## src/rtl/unaligned_merge.sv

```systemverilog
module unaligned_merge #(
  parameter int RW = 5
) (
  input  logic          clk,
  input  logic          rst_n,
  input  logic          start,
  input  logic [1:0]    op,
  input  logic [31:0]   addr,
  input  logic [31:0]   reg_val,
  input  logic [RW-1:0] reg_sel,
  output logic          busy,
  output logic          mem_req,
  output logic          mem_we,
  output logic [31:0]   mem_addr,
  output logic [31:0]   mem_wdata,
  output logic [3:0]    mem_be,
  input  logic          mem_valid,
  input  logic [31:0]   mem_rdata,
  output logic [31:0]   rf_wdata,
  output logic          rf_we,
  output logic          done
);
  typedef enum logic [1:0] {S_IDLE, S_RD, S_WR, S_DONE} st_t;

  st_t           st;
  logic [1:0]    op_q;
  logic [1:0]    off_q;
  logic [29:0]   wa_q;
  logic [31:0]   reg_q;
  logic [RW-1:0] dst_q;
  logic [31:0]   res_q;
  logic [31:0]   merged;
  logic [4:0]    sh, ish;

  assign sh  = {off_q, 3'b000};
  assign ish = 5'd24 - sh;

  always_comb begin
    case (op_q)
      2'b00:   merged = (reg_q & (32'h00FF_FFFF >> sh)) | (mem_rdata << ish);
      2'b01:   merged = (reg_q & (32'hFFFF_FF00 << ish)) | (mem_rdata >> sh);
      2'b10:   merged = (reg_q >> ish) | (mem_rdata & (32'hFFFF_FF00 << sh));
      default: merged = (reg_q << sh) | (mem_rdata & (32'h00FF_FFFF >> ish));
    endcase
  end

  always_ff @(posedge clk or negedge rst_n) begin
    if (!rst_n) begin
      st    <= S_IDLE;
      op_q  <= '0;
      off_q <= '0;
      wa_q  <= '0;
      reg_q <= '0;
      dst_q <= '0;
      res_q <= '0;
    end else begin
      case (st)
        S_IDLE: if (start) begin
          op_q  <= op;
          off_q <= addr[1:0];
          wa_q  <= addr[31:2];
          reg_q <= reg_val;
          dst_q <= reg_sel;
          st    <= S_RD;
        end
        S_RD: if (mem_valid) begin
          res_q <= merged;
          st    <= op_q[1] ? S_WR : S_DONE;
        end
        S_WR: if (mem_valid) st <= S_DONE;
        default: st <= S_IDLE;
      endcase
    end
  end

  assign busy      = st != S_IDLE;
  assign mem_req   = (st == S_RD) || (st == S_WR);
  assign mem_we    = st == S_WR;
  assign mem_be    = (st == S_WR) ? 4'b1111 : 4'b0000;
  assign mem_addr  = {wa_q, 2'b00};
  assign mem_wdata = res_q;
  assign rf_wdata  = res_q;
  assign done      = st == S_DONE;
  assign rf_we     = (st == S_DONE) && !op_q[1] && (dst_q != '0);
endmodule

```

## config.mk

```make
export PLATFORM = sky130hd
export DESIGN_NAME = unaligned_merge
export DESIGN_NICKNAME = d
export VERILOG_FILES = /design/src/rtl/unaligned_merge.sv
export SDC_FILE = /design/constraint.sdc
export NUM_CORES = 1
export LEC_CHECK = 0
export ABC_AREA = 1
export BUFFER_PORTS_ARGS = -buffer_cell sky130_fd_sc_hd__buf_2
export CAP_MARGIN = 40
export CORE_ASPECT_RATIO = 1.5
export CORE_MARGIN = 1.5
export CORE_UTILIZATION = 35
export DETAILED_ROUTE_END_ITERATION = 16
export PLACE_DENSITY_LB_ADDON = 0.08
export REMOVE_ABC_BUFFERS = 1
export SYNTH_ARGS = -nofsm -noshare
export SYNTH_HDL_FRONTEND = slang
export SYNTH_SLANG_ARGS = --single-unit
```

## constraint.sdc

```tcl
create_clock -name clk -period 1.7 [get_ports clk]
set_clock_uncertainty 0.2 [all_clocks]
set_input_delay 0.34 -clock clk [delete_from_list [all_inputs] [get_ports clk]]
set_output_delay 0.34 -clock clk [all_outputs]
set_load 0.02 [all_outputs]
```

After elaboration in Yosys (flattened, before gate mapping)
Index checks and enable logic that the tools add are counted.

Reductions and logical operators: 11. $add $sub $neg: 1. Equality and inequality tests: 8. Mux-type cells: 7. Order comparisons: 0. $mul: 0. Shift operators: 8. Div/mod/pow operators: 0. Bitwise operators: 8.

Operators with widths (count): bitwise AND 32 bit (4); OR 32 bit (4); one-hot mux 32 bit (3 select lines) (1); << shifter 32 x 5 -> 32 bit (2); << shifter 32 x 5 -> 32 bit, first input constant (2); right shift 24 x 5 -> 32 bit, first input constant (2); right shift 32 x 5 -> 32 bit (2); == test 2 bit, second input constant (3); two-way mux 2 bit (3); one-hot mux 2 bit (3 select lines) (1); nonzero test 5 bit (1); subtractor 5 bit, first input constant (1); == test 2 x 1 -> 1 bit, second input constant (2); zero test 2 bit (2); two-way mux 4 bit (1); inequality test 2 bit, second input constant (2); AND reduction 2 bit (2); AND reduction 3 bit (1); logical AND 1 bit (2); inequality test 2 x 1 -> 1 bit, second input constant (1); nonzero test 2 bit (1); zero test 1 bit (1); logical OR 1 bit (1); two-way mux 1 bit (1).

Word-level logic and storage cells: 50. Register bits after elaboration: 105. Memories kept: 0. Input bits: 107. Latch bits: 0. Memory bits (read-only): 0. Bits in writable memories: 0. Output and inout bits: 105.

Logic depth before layout (Yosys ltp)
Gate-level depths: netlist of run 1.

Depth in word-level cells: 5. Mapped depth: 10.

Least setup slack after synthesis of run 1
OpenSTA, ideal clock, no wires.

Path type: flip-flop to flip-flop. From: reg st[1]. To: reg res_q[20], in the netlist mem_wdata[20]. Slack: 21 ps. Arrival time: 1362 ps. Period minus slack after synthesis: 1679 ps. Buffers on the path: 1. Cell stages (with the launch flop): 9. Cell sequence: dfrtp_1 -> inv_1 -> ha_1 -> nand2_1 -> inv_1 -> clkbuf_1 -> nand2_1 -> nor2_1 -> nor2_1.

Longest elaborated chain between the ends: 2.

Ends and longest elaborated chain: start, declared (line 25) `st_t st;`; start signal, assigned (line 68) `st <= op_q[1] ? S_WR : S_DONE;`; == test 2 x 1 -> 1 bit (line 57) `case (st)`; AND reduction 2 bit (no line); end signal, assigned (line 67) `res_q <= merged;`; end, declared (line 31) `logic [31:0] res_q;`.

Every way passes these cells. A chain may end at the register's enable or synchronous reset.

Worst setup path after layout of run 1
From: reg st[0]. To: out mem_be[2].

Longest elaborated chain between the ends: 2.

Ends and longest elaborated chain: == test 2 bit (line 79) `assign mem_be = (st == S_WR) ? 4'b1111 : 4'b0000;`; two-way mux 4 bit (line 79); end, declared (line 16) `output logic [3:0] mem_be,`.

Every way passes these cells.

==> flow_summary.ini, run 1 <==
[final_layout]
utilization_pct = 50.83
drive_above_1_share_pct = 34.41
n_antenna_cell = 0
layout.nets = 1406
areaGrowthSynthToFinish_pct = 43.23

[drt]
drt-initial-drc-count = 631
routed-via-count = 7986
firstDrtPassIters = 7
drc = 0
wl_per_cell_um = 16.81
drtAntennaViolNets = 0
wirelength_mm = 26.28
vias_per_cell = 5.109

[die]
die_w_um = 120.3
fp.dieArea_um2 = 21510
die_y_um = 178.9
num_rows = 64
start_util_pct = 35.49
coreArea_um2 = 20340
ios = 212

[sta]
final-hold-violation-count = 0
fin_crit_ns = 1.830
fmax_ghz = 0.5464
setup_viol = 33
period_share_pct = 107.7
rsz0062_at_grt = yes
layout_setup_ws_ns = -0.1303
report.final.slew_viol_count = 0

[placed_design]
io_buffers = 209
dp_slack_ns = -0.01461
dp_hpwl_mm = 17.64
gp_congestion = 0.9247

[global_route]
grt_use_met1_pct = 27.23
grt_util_all_layers_pct = 22.99
busiest_layer = met2
grt_pass1_vias = 7513
grt_max_degree = 65
antenna_found_initial = 1
grt.overflow.total = 0
met2_usage_pct = 40.64
use_met3_pct = 4.167
grt_pass1_wl_mm = 38.64

[synth]
postSynthAreaPerCell_um2 = 6.954
ys_ff_latch = 105
yosys_warnings = 0
syn_area_um2 = 7218
yosysSeqAreaShare_pct = 36.40
ys_async_sr_fraction_pct = 100.0
synth_cell_types = 24
synth_ff_type = dfrtp_1
syn_inst = 1038
synth_edf_count = 0

[status]
violations = setup timing
status = complete, but fails checks

[cts]
cts_buffers = 9
htreeDepth = 3
cts_max_path_buffers = 2
clock_latency_ns = 0.37
root_buffer = clkbuf_16
cts.sinks = 105
clk_pin_slew_worst_paths_ns = 0.07
cts_tree = yes

[setup_path]
startpoint_type = flop
cp.arrival_ns = 1.29
critPathKind = reg2out
cp_max_fo = 6
critical_path_required_ns = 1.16
cp-end-kind = output pin

[power_and_ir_drop]
leakage_nw = 5.281
ir_worst_vdd_v = 0.001022
power.density_nw_per_um2 = 2121

[job]
maxCapViolations = 0

[worst_hold_path]
hp-class = in2reg
## synth_stat cells, types with 5 or more instances
| cell type | instances | area share [%] |
|---|---|---|
| ha_1 | 5 | 0.87 |
| nand3_1 | 222 | 15 |
| o21ai_0 | 22 | 1.5 |
| mux2_2 | 46 | 7.2 |
| a21oi_1 | 52 | 3.6 |
| nor2_1 | 91 | 4.7 |
| buf_6 | 5 | 0.78 |
| nand4_1 | 5 | 0.43 |
| inv_2 | 7 | 0.36 |
| nand2_1 | 319 | 17 |
| buf_2 | 31 | 2.1 |
| o211ai_1 | 9 | 0.94 |
| buf_4 | 47 | 4.9 |
| clkbuf_1 | 16 | 0.83 |
| inv_1 | 44 | 2.3 |
| dfrtp_1 | 105 | 36 |
## cells in the final DEF, fill, tap and decap left out, drive strengths merged
master	count
inv	51
mux2	46
o211ai	9
ha	5
nor2	92
nand3	222
clkbuf	19
nand4	5
a21oi	52
bufinv	3
nand2	324
buf	297
o21ai	23
dfrtp	105
o22ai	1
nor3	1
clkinv	1
clkinvlp	2
conb	2
dlygate4sd3	39
## final timing paths
path / from / to / slack (ns) / depth (start not counted)
hold / removal: reg_val[2] / reg_q[2] / 0.01 / 2
setup reg to reg: off_q[0] / mem_wdata[3] / -0.11 / 11
setup / recovery: st[0] / mem_be[2] / -0.13 / 4
hold reg to reg: mem_wdata[0] / mem_wdata[0] / 0.30 / 2
min in group asynchronous: rst_n / reg_q[12] / 0.30 / 3
max in group asynchronous: rst_n / op_q[0] / 0.61 / 3
## routing by layer
layer  wire length [um]  vias up  part of all wire, %
met3               1621       72                  6.2
met1              10620     3702                   40
met4                926        2                  3.5
met5                 10        -                0.038
li1                   -     3891                    -
met2              13100      319                   50
## per-stage QoR
stage	hold slack, ns	setup TNS [ns]	instances	power [mW]	instance area (um2)
detailed placement	0.1463	-0.01461	1481	17.26	8730
CTS	0.0005407	-1.099	1540	20.31	9623
global route	0.002096	-5.369	1563	23.57	10340
finish	0.01132	-1.979	1563	21.93	10340
global placement	0.1463	-0.008906	1481	17.25	8730
floorplan	-0.1556	-169.96	938	12.28	6590
## what timing repair did
item / in CTS / in global routing
hold endpoints to repair: 143 / 0
endpoints found under the setup margin: 11 / 60
buffers inserted: 4 / 13
gates resized for setup: 34 / 94
pin swaps: 4 / 18
cloned: 0 / 10
hold buffers: 39 / 0
## where the power goes
| group | internal [mW] | total, mW | switching [mW] |
|---|---|---|---|
| clock network | 1.49 | 2.50 | 1.01 |
| logic | 6.13 | 14.6 | 8.49 |
| registers | 3.75 | 4.81 | 1.06 |
## worst max-delay path: stages (launching register included)
cell and delay (ns):
dfrtp_1 0.42, inv_2 0.10, buf_6 0.11, ha_4 0.17, buf_6 0.13
## cell type report
class                      instances  area, um2
tap                              264      330.3
clock inverter                     6      113.9
clock buffer                      10      239.0
fill                            2082      10000
inverter                          51      216.5
sequential                       105       2631
timing repair buffer             345       2735
multi-input combinational        782       4073
## flip-flops by register name, summed over array words and instances (netlist names)
name / count
dst_q: 5
mem_wdata: 32
off_q: 2
op_q: 2
reg_q: 32
st: 2
wa_q: 30
## cells by family after synthesis
| group | share of synthesized area, % |
|---|---|
| AOI/OAI and AO/OA | 6.223 |
| adders and majority gates | 0.8667 |
| buffers and inverters | 11.41 |
| DFF | 36.40 |
| muxes | 7.176 |
| other | 0.05195 |
| and+or+nand+nor | 37.87 |
No activity file was read; power rests on OpenSTA's default activity.
==> run 2: changes to the inputs <==
--- a/config.mk
+++ b/config.mk
@@ -10,8 +10,9 @@
 export CAP_MARGIN = 40
 export CORE_ASPECT_RATIO = 1.5
 export CORE_MARGIN = 1.5
-export CORE_UTILIZATION = 35
+export CORE_UTILIZATION = 48
 export DETAILED_ROUTE_END_ITERATION = 16
+export MAX_ROUTING_LAYER = met4
 export PLACE_DENSITY_LB_ADDON = 0.08
 export REMOVE_ABC_BUFFERS = 1
 export SYNTH_ARGS = -nofsm -noshare
==> flow_summary.ini, run 2 (synthesized netlist as in run 1, its figures left out) <==
[status]
status = complete, but fails checks
violations = setup timing

[cts]
cts_max_path_buffers = 2
root_buffer = clkbuf_16
cts_tree = yes
cts.sinks = 105
htreeDepth = 3
clock_latency_ns = 0.36
clk_pin_slew_worst_paths_ns = 0.08
cts_buffers = 9

[sta]
fin_crit_ns = 1.857
fmax_ghz = 0.5386
layout_setup_ws_ns = -0.1566
report.final.slew_viol_count = 0
final-hold-violation-count = 0
period_share_pct = 109.2
setup_viol = 21
rsz0062_at_grt = yes

[drt]
drtAntennaViolNets = 0
wirelength_mm = 24.63
wl_per_cell_um = 17.16
drc = 0
firstDrtPassIters = 6
routed-via-count = 8004
vias_per_cell = 5.578
drt-initial-drc-count = 721

[global_route]
busiest_layer = met2
antenna_found_initial = 0
use_met3_pct = 4.161
grt_pass1_vias = 7166
grt.overflow.total = 0
grt_use_met1_pct = 36.50
grt_util_all_layers_pct = 29.50
grt_pass1_wl_mm = 35.55
met2_usage_pct = 48.21
grt_max_degree = 55

[placed_design]
gp_congestion = 0.9029
dpl.cell_count = 1390
placed_area_um2 = 8397
io_buffers = 209
dp_hpwl_mm = 15.72

[setup_path]
r2r-start = off_q[0]
regToRegSetupSlack_ns = -0.09
r2r_cells = 8
cp_max_fo = 6
cpPeakStageDelay_ns = 0.45
crit_chain = inv_2 > buf_6 > ha_4 > buf_6
worst_path_max_delay_cell = dfrtp_2
startpoint_type = flop
cp-end-kind = output pin
critPathKind = reg2out
path_common_cell = buf_6
timing.rr.end = mem_wdata[22]
cp.arrival_ns = 1.32
critical_path_required_ns = 1.16

[die]
start_util_pct = 49.46
num_rows = 54
die_y_um = 153.2
ios = 212
fp.dieArea_um2 = 15800
die_w_um = 103.1
coreArea_um2 = 14590

[job]
maxCapViolations = 0

[power_and_ir_drop]
leakage_nw = 4.942
power.density_nw_per_um2 = 2197
ir_worst_vdd_v = 0.001168

[final_layout]
finalNonFillerCells = 1435
design_area_um2 = 9594
mostFrequentLayoutCell = nand2_1
final_cell_mix = nand2_1 (292), nand3_1 (200), buf_2 (199)
n_antenna_cell = 0
areaGrowthSynthToFinish_pct = 32.92
utilization_pct = 65.74
drive_above_1_share_pct = 34.46
layout.nets = 1346

[worst_hold_path]
worstHoldPathCells = 2
hold_end = reg_q[5]
hold_start = reg_val[5]
hp-class = in2reg
run 2: power by group:
group | leakage [nW] | switching [mW] | internal [mW]
registers | 1.21 | 1.10 | 3.75
clock network | 0.160 | 1.06 | 1.32
logic | 3.57 | 8.37 | 5.49
run 2: critical path, delay by kind of cell (launching register included):
family	cells	cell delay [ns]
adders and majority gates	1	0.17
buffers and inverters	3	0.33
DFF	1	0.45
run 2: worst max path at each step:
stage | slack, ns | cells past startpoint | to | from
2_1_floorplan | -2.24 | 8 | mem_wdata[0] | off_q[1]
3_3_place_gp | 0.01 | 7 | reg_q[28] | st[0]
3_5_place_dp | -0.02 | 7 | reg_q[28] | st[0]
4_1_cts | -0.13 | 4 | mem_be[1] | st[0]
5_1_grt | -0.20 | 4 | mem_be[3] | st[0]
6_report | -0.16 | 4 | mem_we | st[0]
run 2: stage by stage:
stage,hold WS [ns],total power [mW],setup WS (ns),TNS (ns)
final,0.002908,21.08,-0.1566,-1.638
after global routing,0.001947,22.47,-0.1957,-4.057
after CTS,0.001438,19.35,-0.1334,-1.243
after detailed placement,0.02581,16.59,-0.02148,-0.02231
after global placement,0.02825,16.48,0.01452,0
after floorplan,-0.1556,12.28,-2.241,-169.96
run 2: layer usage:
layer,up-vias,wire length (um)
met5,-,0
li1,3767,-
met1,3691,9356
met4,0,1007
met2,467,12210
met3,79,2054
run 2: repair_timing:
| action | in CTS | in global routing |
|---|---|---|
| setup buffers | 5 | 7 |
| pin swaps | 2 | 22 |
| endpoints found under the hold margin | 102 | 4 |
| cloned | 0 | 12 |
| hold buffers | 1 | 4 |
| endpoints found under the setup margin | 44 | 46 |
| gates resized for setup | 31 | 119 |
run 2: cell type report:
type | count | area, um2
inverter | 51 | 221.5
fill | 1355 | 5000
sequential | 105 | 2633
tap | 196 | 245.2
timing repair buffer | 283 | 2048
clock buffer | 10 | 229.0
multi-input combinational | 783 | 4111
clock inverter | 6 | 97.59
timing repair inverter | 1 | 8.758
